$ cat config.mk
export PLATFORM = sky130hd
export DESIGN_NAME = irq_platform_ctrl
export DESIGN_NICKNAME = d
export VERILOG_FILES = /design/src/rtl/irq_ctrl_pkg.sv /design/src/rtl/irq_src_state.sv /design/src/rtl/irq_cfg_regs.sv /design/src/rtl/irq_ctx_select.sv /design/src/rtl/irq_platform_ctrl.sv
export SDC_FILE = /design/constraint.sdc
export NUM_CORES = 1
export LEC_CHECK = 0
export ABC_AREA = 1
export ABC_CLOCK_PERIOD_IN_PS = 7100
export BUFFER_PORTS_ARGS = -buffer_cell sky130_fd_sc_hd__buf_2
export CORE_UTILIZATION = 53
export DETAILED_ROUTE_END_ITERATION = 16
export PLACE_DENSITY = 0.77
export SKIP_CTS_REPAIR_TIMING = 1
export SYNTH_ARGS = -nofsm -noshare
export SYNTH_HDL_FRONTEND = slang
export SYNTH_SLANG_ARGS = --single-unit
export TNS_END_PERCENT = 10
$ cat constraint.sdc
create_clock -name clk -period 7.1 [get_ports clk]
set_input_delay 0.355 -clock clk [delete_from_list [all_inputs] [get_ports clk]]
set_output_delay 0.355 -clock clk [all_outputs]
set_load 0.02 [all_outputs]
$ cat src/rtl/irq_ctrl_pkg.sv
package irq_ctrl_pkg;

  // Region hit by a bus address after decoding.
  typedef enum logic [2:0] {
    RG_NONE  = 3'd0,
    RG_PRIO  = 3'd1,
    RG_PEND  = 3'd2,
    RG_EN    = 3'd3,
    RG_THR   = 3'd4,
    RG_CLAIM = 3'd5
  } region_e;

  // True when v+1 is a power of two, selecting mask-style legalization.
  function automatic bit all_ones(input int unsigned v);
    return ((v + 1) & v) == 0;
  endfunction

  function automatic int unsigned clog2_min1(input int unsigned v);
    return (v > 1) ? $clog2(v) : 1;
  endfunction

endpackage

$ cat src/rtl/irq_src_state.sv
module irq_src_state #(
  parameter int unsigned NUM_SRC = 8
) (
  input  logic               clk,
  input  logic               rst,
  input  logic [NUM_SRC-1:0] src_i,
  input  logic [NUM_SRC-1:0] claim_set_i,
  input  logic [NUM_SRC-1:0] cmpl_i,
  output logic [NUM_SRC-1:0] pend_o,
  output logic [NUM_SRC-1:0] busy_o
);

  // Line 0 is reserved as the "no interrupt" identifier.
  localparam logic [NUM_SRC-1:0] LIVE = ~NUM_SRC'(1);

  logic [NUM_SRC-1:0] pend_q;
  logic [NUM_SRC-1:0] busy_q;

  always_ff @(posedge clk) begin
    if (rst) begin
      pend_q <= '0;
      busy_q <= '0;
    end else begin
      // A claim in the same cycle wins over the sampled line level.
      pend_q <= src_i & ~claim_set_i & LIVE;
      busy_q <= (busy_q & ~cmpl_i) | claim_set_i;
    end
  end

  assign pend_o = pend_q;
  assign busy_o = busy_q;

  for (genvar k = 1; k < NUM_SRC; k++) begin : g_chk
    a_r8_claim_marks: assert property (@(posedge clk) disable iff (rst)
      claim_set_i[k] |=> busy_q[k] && !pend_q[k]);
    a_r9_complete_frees: assert property (@(posedge clk) disable iff (rst)
      cmpl_i[k] && !claim_set_i[k] |=> !busy_q[k]);
    a_r2_pend_tracks_line: assert property (@(posedge clk) disable iff (rst)
      !claim_set_i[k] |=> pend_q[k] == $past(src_i[k]));
  end

endmodule

$ cat src/rtl/irq_cfg_regs.sv
module irq_cfg_regs
  import irq_ctrl_pkg::*;
#(
  parameter int unsigned NUM_SRC  = 8,
  parameter int unsigned NUM_CTX  = 2,
  parameter int unsigned PRIO_MAX = 7,
  localparam int unsigned BFW  = (NUM_SRC + 31) / 32,
  localparam int unsigned ENN  = NUM_CTX * BFW,
  localparam int unsigned ENW  = clog2_min1(ENN),
  localparam int unsigned PW   = clog2_min1(PRIO_MAX + 1),
  localparam int unsigned IDW  = clog2_min1(NUM_SRC),
  localparam int unsigned CTXW = clog2_min1(NUM_CTX)
) (
  input  logic                          clk,
  input  logic                          rst,
  input  logic                          prio_we_i,
  input  logic [IDW-1:0]                prio_id_i,
  input  logic                          thr_we_i,
  input  logic [CTXW-1:0]               thr_ctx_i,
  input  logic                          en_we_i,
  input  logic [ENW-1:0]                en_idx_i,
  input  logic [31:0]                   wdata_i,
  output logic [NUM_SRC-1:0][PW-1:0]    prio_o,
  output logic [NUM_CTX-1:0][PW-1:0]    thr_o,
  output logic [ENN-1:0][31:0]          en_o
);

  localparam bit MASK_MODE = all_ones(PRIO_MAX);

  logic          lvl_ok;
  logic [PW-1:0] lvl_val;

  if (MASK_MODE) begin : g_mask
    // Every bit pattern of the kept width is a legal level.
    assign lvl_ok  = 1'b1;
    assign lvl_val = wdata_i[PW-1:0];
  end else begin : g_range
    // Out-of-range levels are dropped entirely.
    assign lvl_ok  = wdata_i <= 32'(PRIO_MAX);
    assign lvl_val = wdata_i[PW-1:0];
  end

  logic [NUM_SRC-1:0][PW-1:0] prio_q;
  logic [NUM_CTX-1:0][PW-1:0] thr_q;
  logic [ENN-1:0][31:0]       en_q;

  always_ff @(posedge clk) begin
    if (rst) begin
      prio_q <= '0;
      thr_q  <= '0;
      en_q   <= '0;
    end else begin
      if (prio_we_i && lvl_ok) prio_q[prio_id_i] <= lvl_val;
      if (thr_we_i && lvl_ok)  thr_q[thr_ctx_i]  <= lvl_val;
      if (en_we_i)             en_q[en_idx_i]    <= wdata_i;
    end
  end

  assign prio_o = prio_q;
  assign thr_o  = thr_q;
  assign en_o   = en_q;

  for (genvar c = 0; c < NUM_CTX; c++) begin : g_thr_chk
    a_r4_thr_in_range: assert property (@(posedge clk) disable iff (rst)
      thr_we_i && thr_ctx_i == CTXW'(c) && wdata_i > 32'(PRIO_MAX) && !MASK_MODE
      |=> $stable(thr_q[c]));
  end

endmodule

$ cat src/rtl/irq_ctx_select.sv
module irq_ctx_select #(
  parameter int unsigned NUM_SRC = 8,
  parameter int unsigned PW      = 3,
  parameter int unsigned IDW     = 3
) (
  input  logic                       clk,
  input  logic                       rst,
  input  logic [NUM_SRC-1:0]         cand_i,
  input  logic [NUM_SRC-1:0][PW-1:0] prio_i,
  input  logic [PW-1:0]              thr_i,
  output logic [IDW-1:0]             win_id_o,
  output logic                       win_vld_o
);

  logic [PW-1:0]  best;
  logic [IDW-1:0] id;
  logic           vld;

  // Ascending scan with a strict compare: ties go to the lowest identifier.
  always_comb begin
    best = thr_i;
    id   = '0;
    vld  = 1'b0;
    for (int i = 0; i < NUM_SRC; i++) begin
      if (cand_i[i] && prio_i[i] > best) begin
        best = prio_i[i];
        id   = IDW'(i);
        vld  = 1'b1;
      end
    end
  end

  assign win_id_o  = id;
  assign win_vld_o = vld;

  a_r7_winner_qualifies: assert property (@(posedge clk) disable iff (rst)
    win_vld_o |-> cand_i[win_id_o] && prio_i[win_id_o] > thr_i);
  a_r7_empty_no_winner: assert property (@(posedge clk) disable iff (rst)
    cand_i == '0 |-> !win_vld_o);

endmodule

$ cat src/rtl/irq_platform_ctrl.sv
module irq_platform_ctrl
  import irq_ctrl_pkg::*;
#(
  parameter int unsigned NUM_SRC    = 8,
  parameter int unsigned NUM_CTX    = 2,
  parameter int unsigned PRIO_MAX   = 7,
  parameter int unsigned ADDR_W     = 16,
  parameter int unsigned PRIO_BASE  = 32'h0000,
  parameter int unsigned PEND_BASE  = 32'h1000,
  parameter int unsigned EN_BASE    = 32'h2000,
  parameter int unsigned EN_STRIDE  = 32'h80,
  parameter int unsigned CTX_BASE   = 32'h4000,
  parameter int unsigned CTX_STRIDE = 32'h1000
) (
  input  logic               clk,
  input  logic               rst,
  input  logic [ADDR_W-1:0]  bus_addr,
  input  logic               bus_we,
  input  logic [31:0]        bus_wdata,
  input  logic               bus_re,
  output logic [31:0]        bus_rdata,
  output logic               bus_err,
  input  logic [NUM_SRC-1:0] irq_src,
  output logic [NUM_CTX-1:0] ctx_irq
);

  localparam int unsigned BFW  = (NUM_SRC + 31) / 32;
  localparam int unsigned ENN  = NUM_CTX * BFW;
  localparam int unsigned ENW  = clog2_min1(ENN);
  localparam int unsigned WW   = clog2_min1(BFW);
  localparam int unsigned PW   = clog2_min1(PRIO_MAX + 1);
  localparam int unsigned IDW  = clog2_min1(NUM_SRC);
  localparam int unsigned CTXW = clog2_min1(NUM_CTX);
  localparam int unsigned PADW = BFW * 32;

  localparam logic [31:0] PR_B   = 32'(PRIO_BASE);
  localparam logic [31:0] PD_B   = 32'(PEND_BASE);
  localparam logic [31:0] EN_B   = 32'(EN_BASE);
  localparam logic [31:0] CX_B   = 32'(CTX_BASE);
  localparam logic [31:0] EN_S   = 32'(EN_STRIDE);
  localparam logic [31:0] CX_S   = 32'(CTX_STRIDE);
  localparam logic [31:0] PR_SPN = 32'((NUM_SRC - 1) * 4);
  localparam logic [31:0] PD_SPN = 32'(BFW * 4);
  localparam logic [31:0] EN_SPN = 32'(NUM_CTX * EN_STRIDE);
  localparam logic [31:0] CX_SPN = 32'(NUM_CTX * CTX_STRIDE);
  localparam logic [31:0] N_SRC  = 32'(NUM_SRC);

  // ---------------- address decode ----------------
  logic [31:0]     a32, o_pr, o_pd, o_en, o_cx, en_in, cx_in;
  region_e         rg;
  logic [IDW-1:0]  dec_id;
  logic [CTXW-1:0] dec_ctx;
  logic [WW-1:0]   dec_w;

  always_comb begin
    a32     = 32'(bus_addr);
    o_pr    = a32 - PR_B;
    o_pd    = a32 - PD_B;
    o_en    = a32 - EN_B;
    o_cx    = a32 - CX_B;
    en_in   = (o_en & (EN_S - 32'd1)) >> 2;
    cx_in   = o_cx & (CX_S - 32'd1);
    rg      = RG_NONE;
    dec_id  = '0;
    dec_ctx = '0;
    dec_w   = '0;
    if (a32 >= PR_B && o_pr < PR_SPN) begin
      rg     = RG_PRIO;
      dec_id = IDW'((o_pr >> 2) + 32'd1);
    end else if (a32 >= PD_B && o_pd < PD_SPN) begin
      rg    = RG_PEND;
      dec_w = WW'(o_pd >> 2);
    end else if (a32 >= EN_B && o_en < EN_SPN) begin
      dec_ctx = CTXW'(o_en / EN_S);
      dec_w   = WW'(en_in);
      if (en_in < 32'(BFW)) rg = RG_EN;
    end else if (a32 >= CX_B && o_cx < CX_SPN) begin
      dec_ctx = CTXW'(o_cx / CX_S);
      if (cx_in == 32'd0)      rg = RG_THR;
      else if (cx_in == 32'd4) rg = RG_CLAIM;
    end
    if (bus_addr[1:0] != 2'b00) rg = RG_NONE;
  end

  logic do_rd, do_wr;
  assign do_rd = bus_re;
  assign do_wr = bus_we && !bus_re;

  // ---------------- configuration storage ----------------
  logic [NUM_SRC-1:0][PW-1:0] prio;
  logic [NUM_CTX-1:0][PW-1:0] thr;
  logic [ENN-1:0][31:0]       en_w;
  logic [ENW-1:0]             en_idx;

  assign en_idx = ENW'(int'(dec_ctx) * BFW + int'(dec_w));

  irq_cfg_regs #(
    .NUM_SRC (NUM_SRC),
    .NUM_CTX (NUM_CTX),
    .PRIO_MAX(PRIO_MAX)
  ) u_cfg (
    .clk      (clk),
    .rst      (rst),
    .prio_we_i(do_wr && rg == RG_PRIO),
    .prio_id_i(dec_id),
    .thr_we_i (do_wr && rg == RG_THR),
    .thr_ctx_i(dec_ctx),
    .en_we_i  (do_wr && rg == RG_EN),
    .en_idx_i (en_idx),
    .wdata_i  (bus_wdata),
    .prio_o   (prio),
    .thr_o    (thr),
    .en_o     (en_w)
  );

  // ---------------- source state ----------------
  logic [NUM_SRC-1:0] pend, busy, claim_set, cmpl;

  irq_src_state #(.NUM_SRC(NUM_SRC)) u_src (
    .clk        (clk),
    .rst        (rst),
    .src_i      (irq_src),
    .claim_set_i(claim_set),
    .cmpl_i     (cmpl),
    .pend_o     (pend),
    .busy_o     (busy)
  );

  // ---------------- per-context selection ----------------
  logic [NUM_CTX-1:0][NUM_SRC-1:0] cand;
  logic [NUM_CTX-1:0][IDW-1:0]     win_id;
  logic [NUM_CTX-1:0]              win_vld;

  for (genvar c = 0; c < NUM_CTX; c++) begin : g_ctx
    for (genvar i = 0; i < NUM_SRC; i++) begin : g_bit
      assign cand[c][i] = pend[i] && !busy[i] && en_w[c*BFW + i/32][i%32];
    end
    irq_ctx_select #(
      .NUM_SRC(NUM_SRC),
      .PW     (PW),
      .IDW    (IDW)
    ) u_sel (
      .clk      (clk),
      .rst      (rst),
      .cand_i   (cand[c]),
      .prio_i   (prio),
      .thr_i    (thr[c]),
      .win_id_o (win_id[c]),
      .win_vld_o(win_vld[c])
    );
  end

  // ---------------- claim / complete side effects ----------------
  logic claim_hit;
  assign claim_hit = do_rd && rg == RG_CLAIM && win_vld[dec_ctx];
  assign claim_set = claim_hit ? (NUM_SRC'(1) << win_id[dec_ctx]) : '0;
  assign cmpl      = (do_wr && rg == RG_CLAIM && bus_wdata < N_SRC)
                     ? (NUM_SRC'(1) << bus_wdata[IDW-1:0]) : '0;

  // ---------------- read mux and output registers ----------------
  logic [PADW-1:0] pend_pad;
  logic [31:0]     rd_nx;
  logic            err_nx;

  assign pend_pad = PADW'(pend);

  always_comb begin
    rd_nx = '0;
    if (do_rd) begin
      case (rg)
        RG_PRIO:  rd_nx = 32'(prio[dec_id]);
        RG_PEND:  rd_nx = pend_pad[dec_w*32 +: 32];
        RG_EN:    rd_nx = en_w[en_idx];
        RG_THR:   rd_nx = 32'(thr[dec_ctx]);
        RG_CLAIM: rd_nx = win_vld[dec_ctx] ? 32'(win_id[dec_ctx]) : 32'd0;
        default:  rd_nx = '0;
      endcase
    end
    err_nx = (do_rd || do_wr) && (rg == RG_NONE || (do_wr && rg == RG_PEND));
  end

  always_ff @(posedge clk) begin
    if (rst) begin
      bus_rdata <= '0;
      bus_err   <= 1'b0;
      ctx_irq   <= '0;
    end else begin
      bus_rdata <= rd_nx;
      bus_err   <= err_nx;
      ctx_irq   <= win_vld;
    end
  end

  a_r1_reset_quiet: assert property (@(posedge clk)
    rst |=> ctx_irq == '0 && bus_rdata == '0 && !bus_err);
  a_r10_idle_zero: assert property (@(posedge clk) disable iff (rst)
    !bus_re |=> bus_rdata == '0);
  a_r7_irq_one_late: assert property (@(posedge clk) disable iff (rst)
    1'b1 |=> ctx_irq == $past(win_vld));
  a_r8_empty_claim: assert property (@(posedge clk) disable iff (rst)
    do_rd && rg == RG_CLAIM && !win_vld[dec_ctx] |=> bus_rdata == '0 && $stable(busy));
  a_r2_pend_write_flag: assert property (@(posedge clk) disable iff (rst)
    do_wr && rg == RG_PEND |=> bus_err);

endmodule

# == Yosys cells after proc, flatten, opt, wreduce, memory -nomap -nowiden ==
# Cells that the tools add are included.
# classes
addsub,5
order_cmp,31
n_eq_ne,6
n_shift,3
mux,83
n_bitwise,6
n_reduce_logical,71
# op_table
operator,n
$pmux W32 S5,1
$mux W3,38
$mux W32,3
$bwmux W64,1
$logic_and A1 B1 Y1,56
$gt A3 B3 Y1,16
$demux W32 S1,1
$logic_not A32 Y1,1
$lt A32 B14 Y1 const B,1
$lt A32 B3 Y1 const B,1
$lt A32 B4 Y1 const B,1
$lt A32 B9 Y1 const B,1
$shiftx A32 B7 Y32,1
$mux W1,27
$bwmux W24,1
$sub A16 B13 Y17 const B,1
$sub A16 B14 Y17 const B,1
$sub A16 B15 Y17 const B,1
$and A8 B8 Y8,2
$ge A16 B13 Y1 const B,1
$ge A16 B14 Y1 const B,1
$ge A16 B15 Y1 const B,1
$lt A16 B5 Y1 const B,1
$mux W8,2
25 further kinds,44
# word_totals
register_bits,145
input_bits,60

# == Depth between registers and ports, before layout ==
# depth
word_depth,32
ltp_mapped,58
mapped_depth_nobuf,58

# == Modules after synthesis ==
# A second synthesis with hierarchy kept.
# hier_totals
cells_unflattened,1300
hier_area_um2,8709.6
# by_module_without_submodules
module,instances,cells_per_inst,area_each_um2,seq_area_each_um2
irq_cfg_regs,1,461,3417.0,1881.8
irq_platform_ctrl,1,445,2820.2,700.7
irq_ctx_select,2,165,983.4,0.0
irq_src_state,1,64,505.5,300.3

# == Least setup slack after synthesis ==
# No wires, ideal clock.
# synth_path
path_kind,register to register
start,"reg u_cfg.thr_q, in the netlist u_cfg.thr_o[5]"
end,reg u_src.pend_q[1] (netlist: u_src.pend_o[1])
setup_time_ns,0.125
arrival_ns,7.310
setup_slack_ns,-0.335
path_stages_with_launch,51
path_buffers,0
synth_period_minus_slack_ns,7.435
cell_sequence,dfxtp_1 -> inv_1 -> ha_1 -> nand2_1 -> nor2_2 -> nor2_4 -> nand2_4 -> o21ai_0 -> ha_1 -> o21ai_0 -> nand3_2 -> nand3_2 -> nand2_2 -> o21ai_0 -> ha_1 -> o32ai_1 -> inv_2 -> nand2_4 -> [15 not listed] -> nand2_1 -> o21ai_0 -> and2_2 -> inv_1 -> o21ai_0 -> ha_1 -> a21oi_1 -> o21ai_0 -> nand4_1 -> inv_1 -> nor3_1 -> nand2_2 -> nand2_4 -> inv_2 -> nor2_2 -> nand3_1 -> nand2_1 -> nor2_1
# synth_between
elab_chain_len,30
elab_cells_between_ends,47
# synth_lines
item,line_no,rtl
from (decl),irq_cfg_regs.sv:44,logic [NUM_CTX-1:0][PW-1:0] thr_q;
"from (signal, indexed assignment)",irq_cfg_regs.sv:54,if (thr_we_i && lvl_ok) thr_q[thr_ctx_i] <= lvl_val;
$gt A3 B3 Y1,irq_ctx_select.sv:25,if (cand_i[i] && prio_i[i] > best) begin
$logic_and A1 B1 Y1,irq_ctx_select.sv:25,
$mux W3,irq_ctx_select.sv:25,
$gt A3 B3 Y1,irq_ctx_select.sv:25,
$logic_and A1 B1 Y1,irq_ctx_select.sv:25,
$mux W3,irq_ctx_select.sv:25,
$gt A3 B3 Y1,irq_ctx_select.sv:25,
$logic_and A1 B1 Y1,irq_ctx_select.sv:25,
[13 not listed],-,
$gt A3 B3 Y1,irq_ctx_select.sv:25,
$logic_and A1 B1 Y1,irq_ctx_select.sv:25,
$mux W3 or $mux W1 (tied branches),irq_ctx_select.sv:25,
$mux W3 (implied by the code) or $mux W1 (tied branches) (2 in a row),"irq_platform_ctrl.sv:156, irq_platform_ctrl.sv:155",
$shl A1 B3 Y8 or $logic_and A1 B1 Y1 (tied branches),"irq_platform_ctrl.sv:156, irq_platform_ctrl.sv:155",
$mux W8 (*),irq_platform_ctrl.sv:156,assign claim_set = claim_hit ? (NUM_SRC'(1) << win_id[dec_ctx]) : '0;
$not A8 Y8 (*),irq_src_state.sv:25,pend_q <= src_i & ~claim_set_i & LIVE;
$and A8 B8 Y8 (*),irq_src_state.sv:25,
to (signal assigned),irq_src_state.sv:25,
to (decl),irq_src_state.sv:16,logic [NUM_SRC-1:0] pend_q;
# Mark *: on every way between the ends. The rest lies on a longest branch, timed or not. The select of a mux whose other input is x is not followed.
# A chain may end at the register's enable or synchronous reset.

# == Final worst setup path ==
# layout_path
start,"reg u_cfg.prio_q, in the netlist u_cfg.prio_o[5]"
end,reg u_src.busy_q[6] (netlist: u_src.busy_o[6])
# layout_between
elab_chain_len,26
elab_cells_between_ends,76
# layout_lines
item,line_no,rtl
from (decl),irq_cfg_regs.sv:43,logic [NUM_SRC-1:0][PW-1:0] prio_q;
"from (signal, indexed assignment)",irq_cfg_regs.sv:53,if (prio_we_i && lvl_ok) prio_q[prio_id_i] <= lvl_val;
$gt A3 B3 Y1,irq_ctx_select.sv:25,
$logic_and A1 B1 Y1,irq_ctx_select.sv:25,
$mux W3,irq_ctx_select.sv:25,
$gt A3 B3 Y1,irq_ctx_select.sv:25,
$logic_and A1 B1 Y1,irq_ctx_select.sv:25,
$mux W3,irq_ctx_select.sv:25,
$gt A3 B3 Y1,irq_ctx_select.sv:25,
$logic_and A1 B1 Y1,irq_ctx_select.sv:25,
[9 not listed],-,
$mux W3,irq_ctx_select.sv:25,
$gt A3 B3 Y1,irq_ctx_select.sv:25,
$logic_and A1 B1 Y1,irq_ctx_select.sv:25,
$mux W3 or $mux W1 (tied branches),irq_ctx_select.sv:25,
$mux W3 (implied by the code) or $mux W1 (tied branches) (2 in a row),"irq_platform_ctrl.sv:156, irq_platform_ctrl.sv:155",
$shl A1 B3 Y8 or $logic_and A1 B1 Y1 (tied branches),"irq_platform_ctrl.sv:156, irq_platform_ctrl.sv:155",
$mux W8 (*),irq_platform_ctrl.sv:156,
$or A8 B8 Y8 (*),irq_src_state.sv:26,busy_q <= (busy_q & ~cmpl_i) | claim_set_i;
to (signal assigned),irq_src_state.sv:26,
to (decl),irq_src_state.sv:17,logic [NUM_SRC-1:0] busy_q;
# Marked as above.

==> flow_metrics.tcl <==
set metrics [dict create \
    status "finished, violations left" \
    violations "setup timing" \
    wl_per_cell_um 16.2 \
    hold_path_depth 3 \
    rows 43 \
    ys_seq_elements 143 \
    fin_crit_ns 7.51 \
    min_to "u_src.pend_o[1]$_SDFF_PP0_" \
    finalWeightedCongestion 0.903 \
    syn_avg_cell_area_um2 7.37 \
    finalCritPeriodShare_pct 106 \
    io_pins 95 \
    p_total_uw 1860 \
    maxCapViolCount 0 \
    synth-edff-count 0 \
    layout.nets 1286 \
    syn-num-nets 1144 \
    path_max_fanout 6 \
    vias 7899 \
    fin_ws_ns -0.414 \
    clock_latency_ns 0.43 \
    cp-end-kind "register" \
    cts_tree "yes" \
    grt_overflow 0 \
    hold_viol 0 \
    crit_path_start_kind "register" \
    report.final.slew_viol_count 0 \
    cellPowerDensity_nw_per_um2 191 \
    cts_inserted_buffers 17 \
    ys.flop_type "dfxtp_1" \
    synth_cells 1050 \
    hp-class "in -> reg" \
    regToRegStartpoint "u_cfg.prio_o[5]$_SDFFE_PP0P_" \
    hpwlAfterDp_mm 15.3 \
    setup_viol 18 \
    ir_drop_uv 161 \
    clockBufferDepth 2 \
    pre_cts_slack_ns -0.925 \
    antenna_cells 0 \
    synthArstFlopShare_pct 0 \
    die_width_um 123 \
    fp.coreArea_um2 14000 \
    yosysUniqueCellTypes 51 \
    p_leak_uw 0.00441 \
    syn_area_um2 7740 \
    rr_endpoint "u_src.busy_o[6]$_SDFF_PP0_" \
    yosys_warnings 0 \
    critical-path-max-stage-delay_ns 0.36 \
    antenna_found_initial 0 \
    routed_wirelength_mm 22.4 \
    grt_pass1_vias 7285 \
    grt_setup_unrepaired "yes" \
    slowest_stage "dfxtp_4" \
    grt_max_degree 96 \
    cp.arrival_ns 7.85 \
    grt_pass1_wl_mm 34.8 \
    die_area_um2 15100 \
    drc 0 \
    drt_iter0_drc 632 \
    root_buffer "clkbuf_16" \
    grt.total_usage_pct 29.8 \
    max_slew_margin_pct 26.8 \
    cts.htree.levels 4 \
    worst_r2r_path_depth 50 \
    ant_nets 0 \
    hold_path_startpoint "irq_src[1]" \
    critical_path_required_ns 7.44 \
    dr.pass1.iters 5 \
    cts_num_sinks 143 \
    ys_seq_area_share_pct 37.0 \
    fmax_mhz 133 \
    drive_above_1_share_pct 28.3 \
    worst_slew_pin_slew_ns 1.10 \
    start_util_pct 55.1 \
    post-route-util_pct 69.4 \
    worstSetupPathType "reg -> reg" \
    portBuffers 93 \
    clock_skew_ns 0.0148 \
    vias_per_cell 5.70 \
    syn2layout_area_growth_pct 25.8 \
    cts.clk_slew.worst_paths_ns 0.07 \
    r2r_slack_ns -0.41 \
    die_h_um 123 \
]
-- Yosys cell counts (9+ instances only) --
master | number | area [um2]
dfxtp_1 | 143 | 2860
o21ai_0 | 142 | 711
inv_1 | 141 | 529
a21oi_1 | 123 | 616
nand2_1 | 111 | 417
nor2_1 | 77 | 289
nand3_1 | 53 | 265
ha_1 | 34 | 425
clkbuf_1 | 31 | 116
a211oi_1 | 29 | 218
nand2_2 | 25 | 156
nand3_2 | 15 | 150
nor3_1 | 15 | 75.1
nand2_4 | 14 | 158
nand4_1 | 13 | 81.3
inv_2 | 12 | 45.0
o211ai_1 | 9 | 67.6
-- state kept, by name (all words and copies together) (netlist names) --
name	flops
u_cfg.en_o	64
bus_rdata	32
u_cfg.prio_o	24
u_src.busy_o	7
u_src.pend_o	7
u_cfg.thr_o	6
ctx_irq	2
bus_err	1
-- power by group --
group | internal (uW) | switching (uW)
combinational | 24.1 | 52.8
clock | 574 | 400
sequential | 804 | 1.68
total | 1400 | 454
-- layout by cell type (no fill, tap or decap), drive strengths merged, types with 2 or more instances in the layout --
| cell | count |
|---|---|
| o21ai | 142 |
| nor2 | 84 |
| o41ai | 8 |
| buf | 161 |
| bufinv | 3 |
| a311oi | 2 |
| o211ai | 10 |
| a32o | 2 |
| nor4 | 4 |
| nor3 | 17 |
| nand2 | 150 |
| ha | 34 |
| o32ai | 3 |
| nand4 | 15 |
| inv | 163 |
| dfxtp | 143 |
| o31ai | 3 |
| or2 | 2 |
| clkinv | 3 |
| a21oi | 127 |
| a21boi | 3 |
| a211oi | 29 |
| nand3 | 69 |
| and2 | 2 |
| clkbuf | 17 |
-- worst max-delay path, delay by kind of cell (launching register included) --
family	cells	cell delay, ns
flip-flops	1	0.36
buffers and inverters	4	0.37
AO/OA/AOI/OAI	14	2.23
adder cells (fa/ha/maj)	7	2.07
AND/OR/NAND/NOR	25	2.34
-- logic make-up (layout without fill, tap and decap cells) --
| kind of cell | count (synthesis) | after routing | share of synthesized area, % |
|---|---|---|---|
| AO/OA/AOI/OAI | 334 | 334 | 24.6 |
| XOR/XNOR | 1 | 1 | 0.113 |
| adder cells (fa/ha/maj) | 34 | 34 | 5.50 |
| buffers and inverters | 192 | 347 | 9.50 |
| flip-flops | 143 | 143 | 37.0 |
| multiplexers | 1 | 1 | 0.129 |
| AND/OR/NAND/NOR | 345 | 345 | 23.1 |
-- metrics by stage --
stage,cell area [um2],hold slack [ns],setup TNS [ns],instances
floorplan,7740,0.427,0,1050
global placement,8700,0.433,-9.62,1341
detailed placement,8700,0.441,-15.94,1341
CTS,9340,0.146,-17.13,1373
global route,9740,0.151,-13.33,1385
finish,9740,0.149,-6.13,1385
-- final cells by class --
cell class,instances,area [um2]
clock buffer,17,425
clock inverter,15,218
fill,1144,4300
inverter,154,578
multi-input combinational,715,4440
sequential,143,2870
tap,180,225
timing repair buffer,161,980
-- routing by layer --
layer  up-vias  share of wire [%]  global-route usage, %
li1       3869                  -                      -
met1      3636                 42                   37.2
met2       332                 48                   49.6
met3        62                7.2                   6.27
met4         0                2.8                   12.1
met5         -                  0                      0
-- how the worst max path moves through the flow --
stage / from / endpoint / slack (ns) / cells past startpoint
2_1_floorplan: u_cfg.thr_o[2]$_SDFFE_PP0P_ / bus_rdata[0]$_SDFF_PP0_ / 0.001 / 48
3_3_place_gp: u_cfg.prio_o[5]$_SDFFE_PP0P_ / u_src.pend_o[1]$_SDFF_PP0_ / -0.59 / 51
3_5_place_dp: u_cfg.prio_o[5]$_SDFFE_PP0P_ / u_src.pend_o[1]$_SDFF_PP0_ / -0.93 / 51
4_1_cts: u_cfg.prio_o[5]$_SDFFE_PP0P_ / bus_rdata[0]$_SDFF_PP0_ / -1.00 / 48
5_1_grt: u_cfg.prio_o[5]$_SDFFE_PP0P_ / u_src.busy_o[6]$_SDFF_PP0_ / -0.80 / 51
6_report: u_cfg.prio_o[5]$_SDFFE_PP0P_ / u_src.busy_o[6]$_SDFF_PP0_ / -0.41 / 50
No activity file was read; power rests on OpenSTA's default activity.
